### config.mk
export PLATFORM = sky130hd
export DESIGN_NAME = fsk_interval_demod
export DESIGN_NICKNAME = d
export VERILOG_FILES = /design/src/rtl/fsk_demod_pkg.sv /design/src/rtl/fsk_tick_gen.sv /design/src/rtl/fsk_sync.sv /design/src/rtl/fsk_band_decode.sv /design/src/rtl/fsk_interval_core.sv /design/src/rtl/fsk_interval_demod.sv
export SDC_FILE = /design/constraint.sdc
export NUM_CORES = 1
export LEC_CHECK = 0
export ABC_CLOCK_PERIOD_IN_PS = 2900
export CORE_ASPECT_RATIO = 0.6
export CORE_MARGIN = 2
export CORE_UTILIZATION = 54
export DETAILED_ROUTE_END_ITERATION = 7
export GPL_ROUTABILITY_DRIVEN = 1
export HOLD_SLACK_MARGIN = 0.02
export MAX_ROUTING_LAYER = met4
export PLACE_DENSITY = 0.71
export REMOVE_ABC_BUFFERS = 1
export SLEW_MARGIN = 20
export SYNTH_ARGS = -nofsm -noshare
export SYNTH_HDL_FRONTEND = slang
export SYNTH_SLANG_ARGS = --single-unit
### constraint.sdc
create_clock -name clk_i -period 2.9 [get_ports clk_i]
set_input_delay 0.58 -clock clk_i [delete_from_list [all_inputs] [get_ports clk_i]]
set_output_delay 0.58 -clock clk_i [all_outputs]
set_load 0.05 [all_outputs]
### src/rtl/fsk_demod_pkg.sv
package fsk_demod_pkg;
  typedef enum logic [2:0] {
    BAND_GLITCH,
    BAND_ERR_SHORT,
    BAND_HIGH,
    BAND_LOW,
    BAND_ERR_LONG
  } band_e;
endpackage

### src/rtl/fsk_tick_gen.sv
module fsk_tick_gen #(
  parameter int DIV = 163
) (
  input  logic clk_i,
  input  logic rst_ni,
  input  logic en_i,
  output logic tick_o
);
  localparam int W = (DIV > 1) ? $clog2(DIV) : 1;
  localparam logic [W-1:0] LAST = W'(DIV - 1);

  logic [W-1:0] div_q;

  assign tick_o = en_i && (div_q == LAST);

  always_ff @(posedge clk_i or negedge rst_ni) begin
    if (!rst_ni)     div_q <= '0;
    else if (en_i)   div_q <= (div_q == LAST) ? '0 : div_q + 1'b1;
  end

  generate
    if (DIV > 1) begin : g_gap
      assert_tick_gap_R1: assert property (@(posedge clk_i) disable iff (!rst_ni)
        tick_o |=> !tick_o);
    end
  endgenerate
endmodule

### src/rtl/fsk_sync.sv
module fsk_sync #(
  parameter int STAGES = 2
) (
  input  logic clk_i,
  input  logic rst_ni,
  input  logic en_i,
  input  logic d_i,
  output logic q_o
);
  logic [STAGES-1:0] sh_q;

  always_ff @(posedge clk_i or negedge rst_ni) begin
    if (!rst_ni)    sh_q <= '0;
    else if (en_i)  sh_q <= {sh_q[STAGES-2:0], d_i};
  end

  assign q_o = sh_q[STAGES-1];
endmodule

### src/rtl/fsk_band_decode.sv
module fsk_band_decode
  import fsk_demod_pkg::*;
#(
  parameter int CNT_W    = 8,
  parameter int GLITCH_TH = 20,
  parameter int ERR_LO_TH = 40,
  parameter int SPLIT_TH  = 95,
  parameter int ERR_HI_TH = 140
) (
  input  logic [CNT_W-1:0] cnt_i,
  output band_e            band_o
);
  localparam logic [CNT_W-1:0] GL_C = CNT_W'(GLITCH_TH);
  localparam logic [CNT_W-1:0] LO_C = CNT_W'(ERR_LO_TH);
  localparam logic [CNT_W-1:0] SP_C = CNT_W'(SPLIT_TH);
  localparam logic [CNT_W-1:0] HI_C = CNT_W'(ERR_HI_TH);

  always_comb begin
    if (cnt_i < GL_C)      band_o = BAND_GLITCH;
    else if (cnt_i < LO_C) band_o = BAND_ERR_SHORT;
    else if (cnt_i < SP_C) band_o = BAND_HIGH;
    else if (cnt_i < HI_C) band_o = BAND_LOW;
    else                   band_o = BAND_ERR_LONG;
  end
endmodule

### src/rtl/fsk_interval_core.sv
module fsk_interval_core
  import fsk_demod_pkg::*;
#(
  parameter int CNT_W     = 8,
  parameter int GLITCH_TH = 20,
  parameter int ERR_LO_TH = 40,
  parameter int SPLIT_TH  = 95,
  parameter int ERR_HI_TH = 140
) (
  input  logic clk_i,
  input  logic rst_ni,
  input  logic en_i,
  input  logic tick_i,
  input  logic line_i,
  output logic data_o,
  output logic active_o,
  output logic err_o
);
  localparam logic [CNT_W-1:0] SP_C   = CNT_W'(SPLIT_TH);
  localparam logic [CNT_W-1:0] LOM1_C = CNT_W'(ERR_LO_TH - 1);
  localparam logic [CNT_W-1:0] SPM1_C = CNT_W'(SPLIT_TH - 1);

  logic [CNT_W-1:0] cnt_q, cnt_d, cnt_n;
  logic [CNT_W:0]   inc;
  logic             prev_q, prev_d, data_d, act_d, err_d, ovf, step;
  band_e            band;

  assign step  = en_i && tick_i;
  assign inc   = {1'b0, cnt_q} + (CNT_W+1)'(1);
  assign ovf   = inc[CNT_W];
  assign cnt_n = inc[CNT_W-1:0];

  fsk_band_decode #(
    .CNT_W(CNT_W), .GLITCH_TH(GLITCH_TH), .ERR_LO_TH(ERR_LO_TH),
    .SPLIT_TH(SPLIT_TH), .ERR_HI_TH(ERR_HI_TH)
  ) u_band (
    .cnt_i (cnt_n),
    .band_o(band)
  );

  always_comb begin
    cnt_d  = cnt_q;
    prev_d = prev_q;
    data_d = data_o;
    act_d  = active_o;
    err_d  = 1'b0;
    if (step) begin
      if (ovf) begin
        cnt_d  = '0;
        prev_d = line_i;
        err_d  = 1'b1;
      end else begin
        cnt_d = cnt_n;
        if (cnt_n >= SP_C) begin  // timeout declares low tone
          data_d = 1'b1;
          act_d  = 1'b0;
        end
        if (line_i != prev_q) begin
          prev_d = line_i;
          case (band)
            BAND_GLITCH: ;        // keep accumulating
            BAND_HIGH: begin
              data_d = 1'b0;
              act_d  = 1'b1;
              cnt_d  = '0;
            end
            BAND_LOW: cnt_d = '0;
            default: begin
              cnt_d = '0;
              err_d = 1'b1;
            end
          endcase
        end
      end
    end
  end

  always_ff @(posedge clk_i or negedge rst_ni) begin
    if (!rst_ni) begin
      cnt_q    <= '0;
      prev_q   <= 1'b0;
      data_o   <= 1'b1;
      active_o <= 1'b0;
      err_o    <= 1'b0;
    end else begin
      cnt_q    <= cnt_d;
      prev_q   <= prev_d;
      data_o   <= data_d;
      active_o <= act_d;
      err_o    <= err_d;
    end
  end

  assert_freeze_R9: assert property (@(posedge clk_i) disable iff (!rst_ni)
    !en_i |=> ($stable(cnt_q) && $stable(data_o) && $stable(active_o) && $stable(prev_q)));

  assert_err_clears_R7: assert property (@(posedge clk_i) disable iff (!rst_ni)
    err_o |-> (cnt_q == '0));

  assert_high_band_R4: assert property (@(posedge clk_i) disable iff (!rst_ni)
    $fell(data_o) |-> ($past(cnt_q) >= LOM1_C && $past(cnt_q) < SPM1_C));

  assert_rise_on_tick_R3: assert property (@(posedge clk_i) disable iff (!rst_ni)
    $rose(data_o) |-> $past(step));
endmodule

### src/rtl/fsk_interval_demod.sv
module fsk_interval_demod #(
  parameter int TICK_DIV    = 163,
  parameter int SYNC_STAGES = 2,
  parameter int CNT_W       = 8,
  parameter int GLITCH_TH   = 20,
  parameter int ERR_LO_TH   = 40,
  parameter int SPLIT_TH    = 95,
  parameter int ERR_HI_TH   = 140
) (
  input  logic clk_i,
  input  logic rst_ni,
  input  logic en_i,
  input  logic line_i,
  output logic data_o,
  output logic active_o,
  output logic err_o
);
  logic tick, line_s;

  fsk_tick_gen #(.DIV(TICK_DIV)) u_tick (
    .clk_i (clk_i),
    .rst_ni(rst_ni),
    .en_i  (en_i),
    .tick_o(tick)
  );

  fsk_sync #(.STAGES(SYNC_STAGES)) u_sync (
    .clk_i (clk_i),
    .rst_ni(rst_ni),
    .en_i  (en_i),
    .d_i   (line_i),
    .q_o   (line_s)
  );

  fsk_interval_core #(
    .CNT_W(CNT_W), .GLITCH_TH(GLITCH_TH), .ERR_LO_TH(ERR_LO_TH),
    .SPLIT_TH(SPLIT_TH), .ERR_HI_TH(ERR_HI_TH)
  ) u_core (
    .clk_i   (clk_i),
    .rst_ni  (rst_ni),
    .en_i    (en_i),
    .tick_i  (tick),
    .line_i  (line_s),
    .data_o  (data_o),
    .active_o(active_o),
    .err_o   (err_o)
  );
endmodule

# Word level (Yosys, flattened, before mapping)
# Cells that the tools add are included.
totals:
  register_bits: 22
  elab_cells: 46
op_classes:
  addsub: 2
  order_cmp: 5
  n_eq_ne: 4
  muxes: 20
  bitwise: 1
  reduce_logical: 7
op_table:
  columns: ["operator", "n"]
  rows:
  - ["$mux 8", 4]
  - ["$mux 1", 12]
  - ["$mux 3", 4]
  - ["$add 8x1->9 const B", 1]
  - ["$add 8x1->8 const B", 1]
  - ["$eq 8x8->1 const B", 1]
  - ["$ge 8x7->1 const B", 1]
  - ["$lt 8x5->1 const B", 1]
  - ["$lt 8x6->1 const B", 1]
  - ["$lt 8x7->1 const B", 1]
  - ["$lt 8x8->1 const B", 1]
  - ["$eq 3x2->1 const B", 2]
  - ["$reduce_and 2->1", 2]
  - ["$logic_not 3->1", 1]
  - ["$reduce_or 3->1", 1]
  - ["$logic_and 1x1->1", 2]
  - ["$reduce_bool 2->1", 1]
  - ["$ne 1x1->1", 1]
  - ["$not 1->1", 1]

# Depth between registers and ports, before layout
logic_depth:
  depth_word: 12
  mapped_depth: 8

# Modules after synthesis
# Synthesis repeated with hierarchy kept, for this count alone.
hier_totals:
  hier_cells: 143
  hier_area_um2: 1360.1
by_module_without_submodules:
  columns: ["module", "instances", "cells_per_inst", "area_per_inst_um2"]
  rows:
  - ["fsk_interval_core", 1, 83, 752.0]
  - ["fsk_tick_gen", 1, 42, 434.2]
  - ["fsk_band_decode", 1, 14, 101.3]
  - ["fsk_sync", 1, 4, 72.6]

# Worst setup path after synthesis
# OpenSTA, ideal clock, no wires.
synth_path:
  kind: "register -> register"
  start: "reg u_core.cnt_q[0]"
  end: "reg u_core.data_o"
  arrival_time_ps: 1950
  setup_slack_ps: 873
  stages_incl_launch_ff: 9
  period_less_slack_ps: 2027
  path_cell_list: "dfrtp_1 > ha_1 > clkbuf_1 > nor2b_1 > maj3_1 > a32o_1 > a41oi_1 > a21oi_1 > a21o_1"
synth_between:
  elab_chain_cells: 9
synth_rtl:
  columns: ["element", "line_no", "source"]
  rows:
  - ["from (decl)", "fsk_interval_core.sv:23", "logic [CNT_W-1:0] cnt_q, cnt_d, cnt_n;"]
  - ["from (signal assigned)", "fsk_interval_core.sv:86", "cnt_q <= cnt_d;"]
  - ["$add 8x1->9 *", "fsk_interval_core.sv:29", "assign inc = {1'b0, cnt_q} + (CNT_W+1)'(1);"]
  - ["$lt 8x8->1", "fsk_band_decode.sv:22", "else if (cnt_i < HI_C) band_o = BAND_LOW;"]
  - ["$mux 3", "fsk_band_decode.sv:22", null]
  - ["$mux 3", "fsk_band_decode.sv:21", "else if (cnt_i < SP_C) band_o = BAND_HIGH;"]
  - ["$mux 3", "fsk_band_decode.sv:20", "else if (cnt_i < LO_C) band_o = BAND_ERR_SHORT;"]
  - ["$mux 3", "fsk_band_decode.sv:19", "if (cnt_i < GL_C) band_o = BAND_GLITCH;"]
  - ["$eq 3x2->1", "fsk_interval_core.sv:60", "case (band)"]
  - ["$mux 1", "fsk_interval_core.sv:60", null]
  - ["$mux 1", "fsk_interval_core.sv:58", "if (line_i != prev_q) begin"]
  - ["to (signal assigned)", "fsk_interval_core.sv:88", "data_o <= data_d;"]
  - ["to (decl)", "fsk_interval_core.sv:15", "output logic data_o,"]
# Every way passes the cells marked *; elsewhere a longest branch is shown, timed or not.
# A chain may end at the register's enable or synchronous reset.

# Worst setup path in the final report
layout_path:
  start: "reg u_core.cnt_q[0]"
  end: "reg u_core.cnt_q[5]"
layout_between:
  elab_chain_cells: 10
layout_rtl:
  columns: ["element", "line_no", "source"]
  rows:
  - ["$add 8x1->9 *", "fsk_interval_core.sv:29", null]
  - ["$lt 8x8->1", "fsk_band_decode.sv:22", null]
  - ["$mux 3", "fsk_band_decode.sv:22", null]
  - ["$mux 3", "fsk_band_decode.sv:21", null]
  - ["$mux 3", "fsk_band_decode.sv:20", null]
  - ["$mux 3", "fsk_band_decode.sv:19", null]
  - ["$logic_not 3->1", "fsk_interval_core.sv:60", null]
  - ["$mux 8", "fsk_interval_core.sv:60", null]
  - ["$mux 8", "fsk_interval_core.sv:58", null]
  - ["$mux 8 *", "fsk_interval_core.sv:48", "if (ovf) begin"]
# Marked as above.

==> results by group <==
Floorplanning
  • Num ports: 7
  • DIE AREA: 3030 um2
  • Die width: 69.8 um
  • Row count: 14
  • Core box area: 2490 um2
  • Die Span Y: 43.5 um
  • Initial Util: 56.3%

Power
  • Sequential power share: 50.1%
  • Power per cell area: 497 nW/um2
  • P_int: 577 uW
  • Comb power frac: 13.4%
  • Switching power: 196 uW
  • Clock Power Share: 36.5%
  • Leakage: 0.000646 uW
  • Peak VDD IR: 0.365 mV
  • Switching share of power: 25.4%

Yosys
  • Compound-Gate Fraction of Synth Area: 20.6%
  • Number of synthesized flops with an enable pin: 0
  • Yosys Warn Count: 0
  • Synth cell count leaders: dfrtp_1 (21), nand2_1 (14), nor2_1 (11)
  • Synth top area cells: dfrtp_1 (38%), nand2_1 (3.8%), xnor2_1 (3.8%)
  • Post-synthesis mux area share: 2.41%
  • Register bit total from synthesis: 22
  • Post-synth top area share: 37.5%
  • Synthesized-area fraction occupied by and/or/nand/nor cells: 22.4%
  • Yosys cell types: 44
  • Syn_area_per_cell: 8.93 um2
  • Synthesized area: 1400 um2
  • Top-count cell post-synth: dfrtp_1
  • Cells after Synth: 157
  • FFs w/ async S/R, synth: 100%
  • Sequential area share after synthesis: 39.4%
  • Largest family of logic cells by synthesized area: simple AND/OR/NAND/NOR gates
  • Xor and xnor area share after synthesis: 5.62%
  • Cell taking the most area after synthesis: dfrtp_1
  • Top_reg_cell synth: dfrtp_1
  • Synth Area in Adders: 4.29%

Global route
  • Number of global-route vias before repair: 1171
  • First-pass GRT wire length: 5460 um
  • Largest net degree at the start of global routing: 23
  • Initial antenna violation count: 0
  • Total gr overflow: 0
  • GR Util All Layers: 23.6%

Routing
  • Detailed Routing Iterations Pass 1: 4
  • DRT iter0 DRCs: 81
  • Residual DRC: 0
  • Routed vias/inst: 6.25
  • Detail Route Antenna Nets: 0
  • Wire length per cell: 16.4 um
  • Routed WL: 3170 um
  • Via count: 1206

Cells and area
  • Final net count: 170
  • Antenna Cells: 0
  • Layout cell share with drive strength beyond 1: 9.94%
  • Sequential cell area: 552 um2
  • Area growth, synth to finish: 11.0%
  • Area of the multi-input gates: 776 um2
  • Filler cells: 211

Hold path
  • Worst Hold End: u_tick.div_q[6]$_DFFE_PN0P_
  • Hold path cells: 1
  • HP Class: reg -> reg
  • Worst hold start: u_tick.div_q[6]$_DFFE_PN0P_

Clock network
  • Resize count post-CTS: 0
  • Cts-stage hold buffer count: 0
  • Reg clk slew, reported paths: 0.08 ns
  • Clk sinks: 22
  • CTS tree: built
  • Clock Tree Root: clkbuf_8
  • Deepest clock path buffer count: 2
  • Setup bufs post-CTS: 0
  • CTS buffer count: 3
  • Htree depth: 1
  • Later-pin clock latency in the skew report: 0.26 ns

Critical path
  • Startpoint type of the worst setup path: flip-flop
  • Setup Crit Path Kind: reg -> reg
  • Reg-to-Reg Start: u_core.cnt_q[0]$_DFFE_PN0P_
  • Worst reg2reg endpoint: u_core.cnt_q[5]$_DFFE_PN0P_
  • Critical path buffers and inverters: 0
  • Worst-path maximum fanout: 13
  • Crit-path max cell delay: 0.49 ns
  • Crit path cell chain: ha_1 > nand3_1 > nor3_1 > a21boi_0 > and3_1 > o21ai_0 > o41ai_1
  • CP max-delay cell: dfrtp_1
  • Worst Reg2Reg Path Length in Cells: 7
  • Worst setup EP type: flip-flop
  • Worst path top cell family by delay: simple AND/OR/NAND/NOR gates
  • WP data required: 3.03 ns
  • Worst Path Arrival: 2.75 ns
  • R2R Setup Slk: 0.28 ns

STA
  • Fin worst setup slack: 0.285 ns
  • Post-layout min period: 2.62 ns
  • Worst Tran Pin Value: 0.569 ns
  • Hold Fails Final Rpt: 0
  • Final max-slew violation count: 0
  • Final setup vio count: 0
  • Slew headroom: 61.7%
  • Tcrit/Tclk final: 90.2%
  • Fmax: 382 MHz
  • TNS Setup: 0 ns
  • Clk_skew: 0.00735 ns
  • Final hold slack: 0.507 ns
  • RSZ-0062 raised after global routing: no

Placed design
  • Placer's final routability congestion estimate: 0.893
  • HPWL Detailed: 2380 um
  • I/O Buffers: 6
  • DP Worst Slack: 0.348 ns

Run
  • Max_cap viols: 0

Status
  • Status: finished, final reports clean
how the worst max path moves through the flow:
stage	startpoint	to	slack (ns)	depth (start not counted)
final	u_core.cnt_q[0]$_DFFE_PN0P_	u_core.cnt_q[5]$_DFFE_PN0P_	0.28	7
after global routing	u_core.cnt_q[0]$_DFFE_PN0P_	u_core.cnt_q[5]$_DFFE_PN0P_	0.007	7
after CTS	u_core.cnt_q[0]$_DFFE_PN0P_	u_core.cnt_q[5]$_DFFE_PN0P_	0.32	7
after detailed placement	u_core.cnt_q[0]$_DFFE_PN0P_	u_core.cnt_q[5]$_DFFE_PN0P_	0.35	7
after global placement	u_core.cnt_q[0]$_DFFE_PN0P_	u_core.cnt_q[5]$_DFFE_PN0P_	0.48	7
after floorplan	u_tick.div_q[4]$_DFFE_PN0P_	u_core.data_o$_DFFE_PN1P_	0.49	5
layout by cell type (no fill, tap or decap), types with 5 or more instances in the layout:
cell type | netlist | routed
xnor2_1 | 6 | 6
o21ai_0 | 9 | 9
nand4_1 | 5 | 5
nor2_1 | 11 | 11
a21oi_1 | 8 | 8
inv_1 | 9 | 9
clkdlybuf4s50_1 | 0 | 6
nand2_1 | 14 | 14
nand3_1 | 7 | 7
dfrtp_1 | 21 | 21
nor3_1 | 6 | 6
kinds of logic (layout without fill, tap and decap cells):
family,count (synthesis),count (layout)
adders and majority gates,5,5
buffers and inverters,18,22
and+or+nand+nor,60,60
muxes,3,3
DFF,22,22
xor gates and xnor gates,9,9
AOI/OAI and AO/OA,40,40
worst register-to-register path: stages, from the launching register on:
cell and delay [ns]:
dfrtp_1 0.49, ha_1 0.48, nand3_1 0.20, nor3_1 0.49, a21boi_0 0.34, and3_1 0.27
o21ai_0 0.14, o41ai_1 0.09
power by group through the flow:
stage	Clock [uW]	Combinational, uW	Sequential, uW
finish	282	104	388
CTS	287	104	387
floorplan	0	72.8	380
global placement	0	97.0	389
detailed placement	0	106	393
global route	300	119	395
routing by layer:
layer | track usage [%] | routed length [um]
met4 | 1.92 | 8
met1 | 33.1 | 1510
met3 | 6.05 | 248
met2 | 36.4 | 1410
met5 | - | 0
stage by stage:
stage	area (um2)	total power (uW)	util, %	instances
2_1_floorplan	1360	453	-	148
4_1_cts	1560	779	62.5	193
3_3_place_gp	1480	486	59.7	189
6_report	1560	773	62.5	193
5_1_grt	1560	813	62.5	193
3_5_place_dp	1480	499	59.7	189
final cells by class:
cell class	count	area share (%)
multi-input cells	117	49.9
flip-flops and latches	22	35.5
repair buffers	9	5.31
clock buffers	3	2.65
well taps	32	2.57
inverters	9	2.17
clock inverters	1	1.93
flip-flops by register name, indices dropped and copies added (netlist names):
signal	count
u_core.cnt_q	8
u_tick.div_q	8
u_sync.sh_q	2
u_core.active_o	1
u_core.data_o	1
u_core.err_o	1
u_core.prev_q	1
Power figures use the tool's default switching activity.
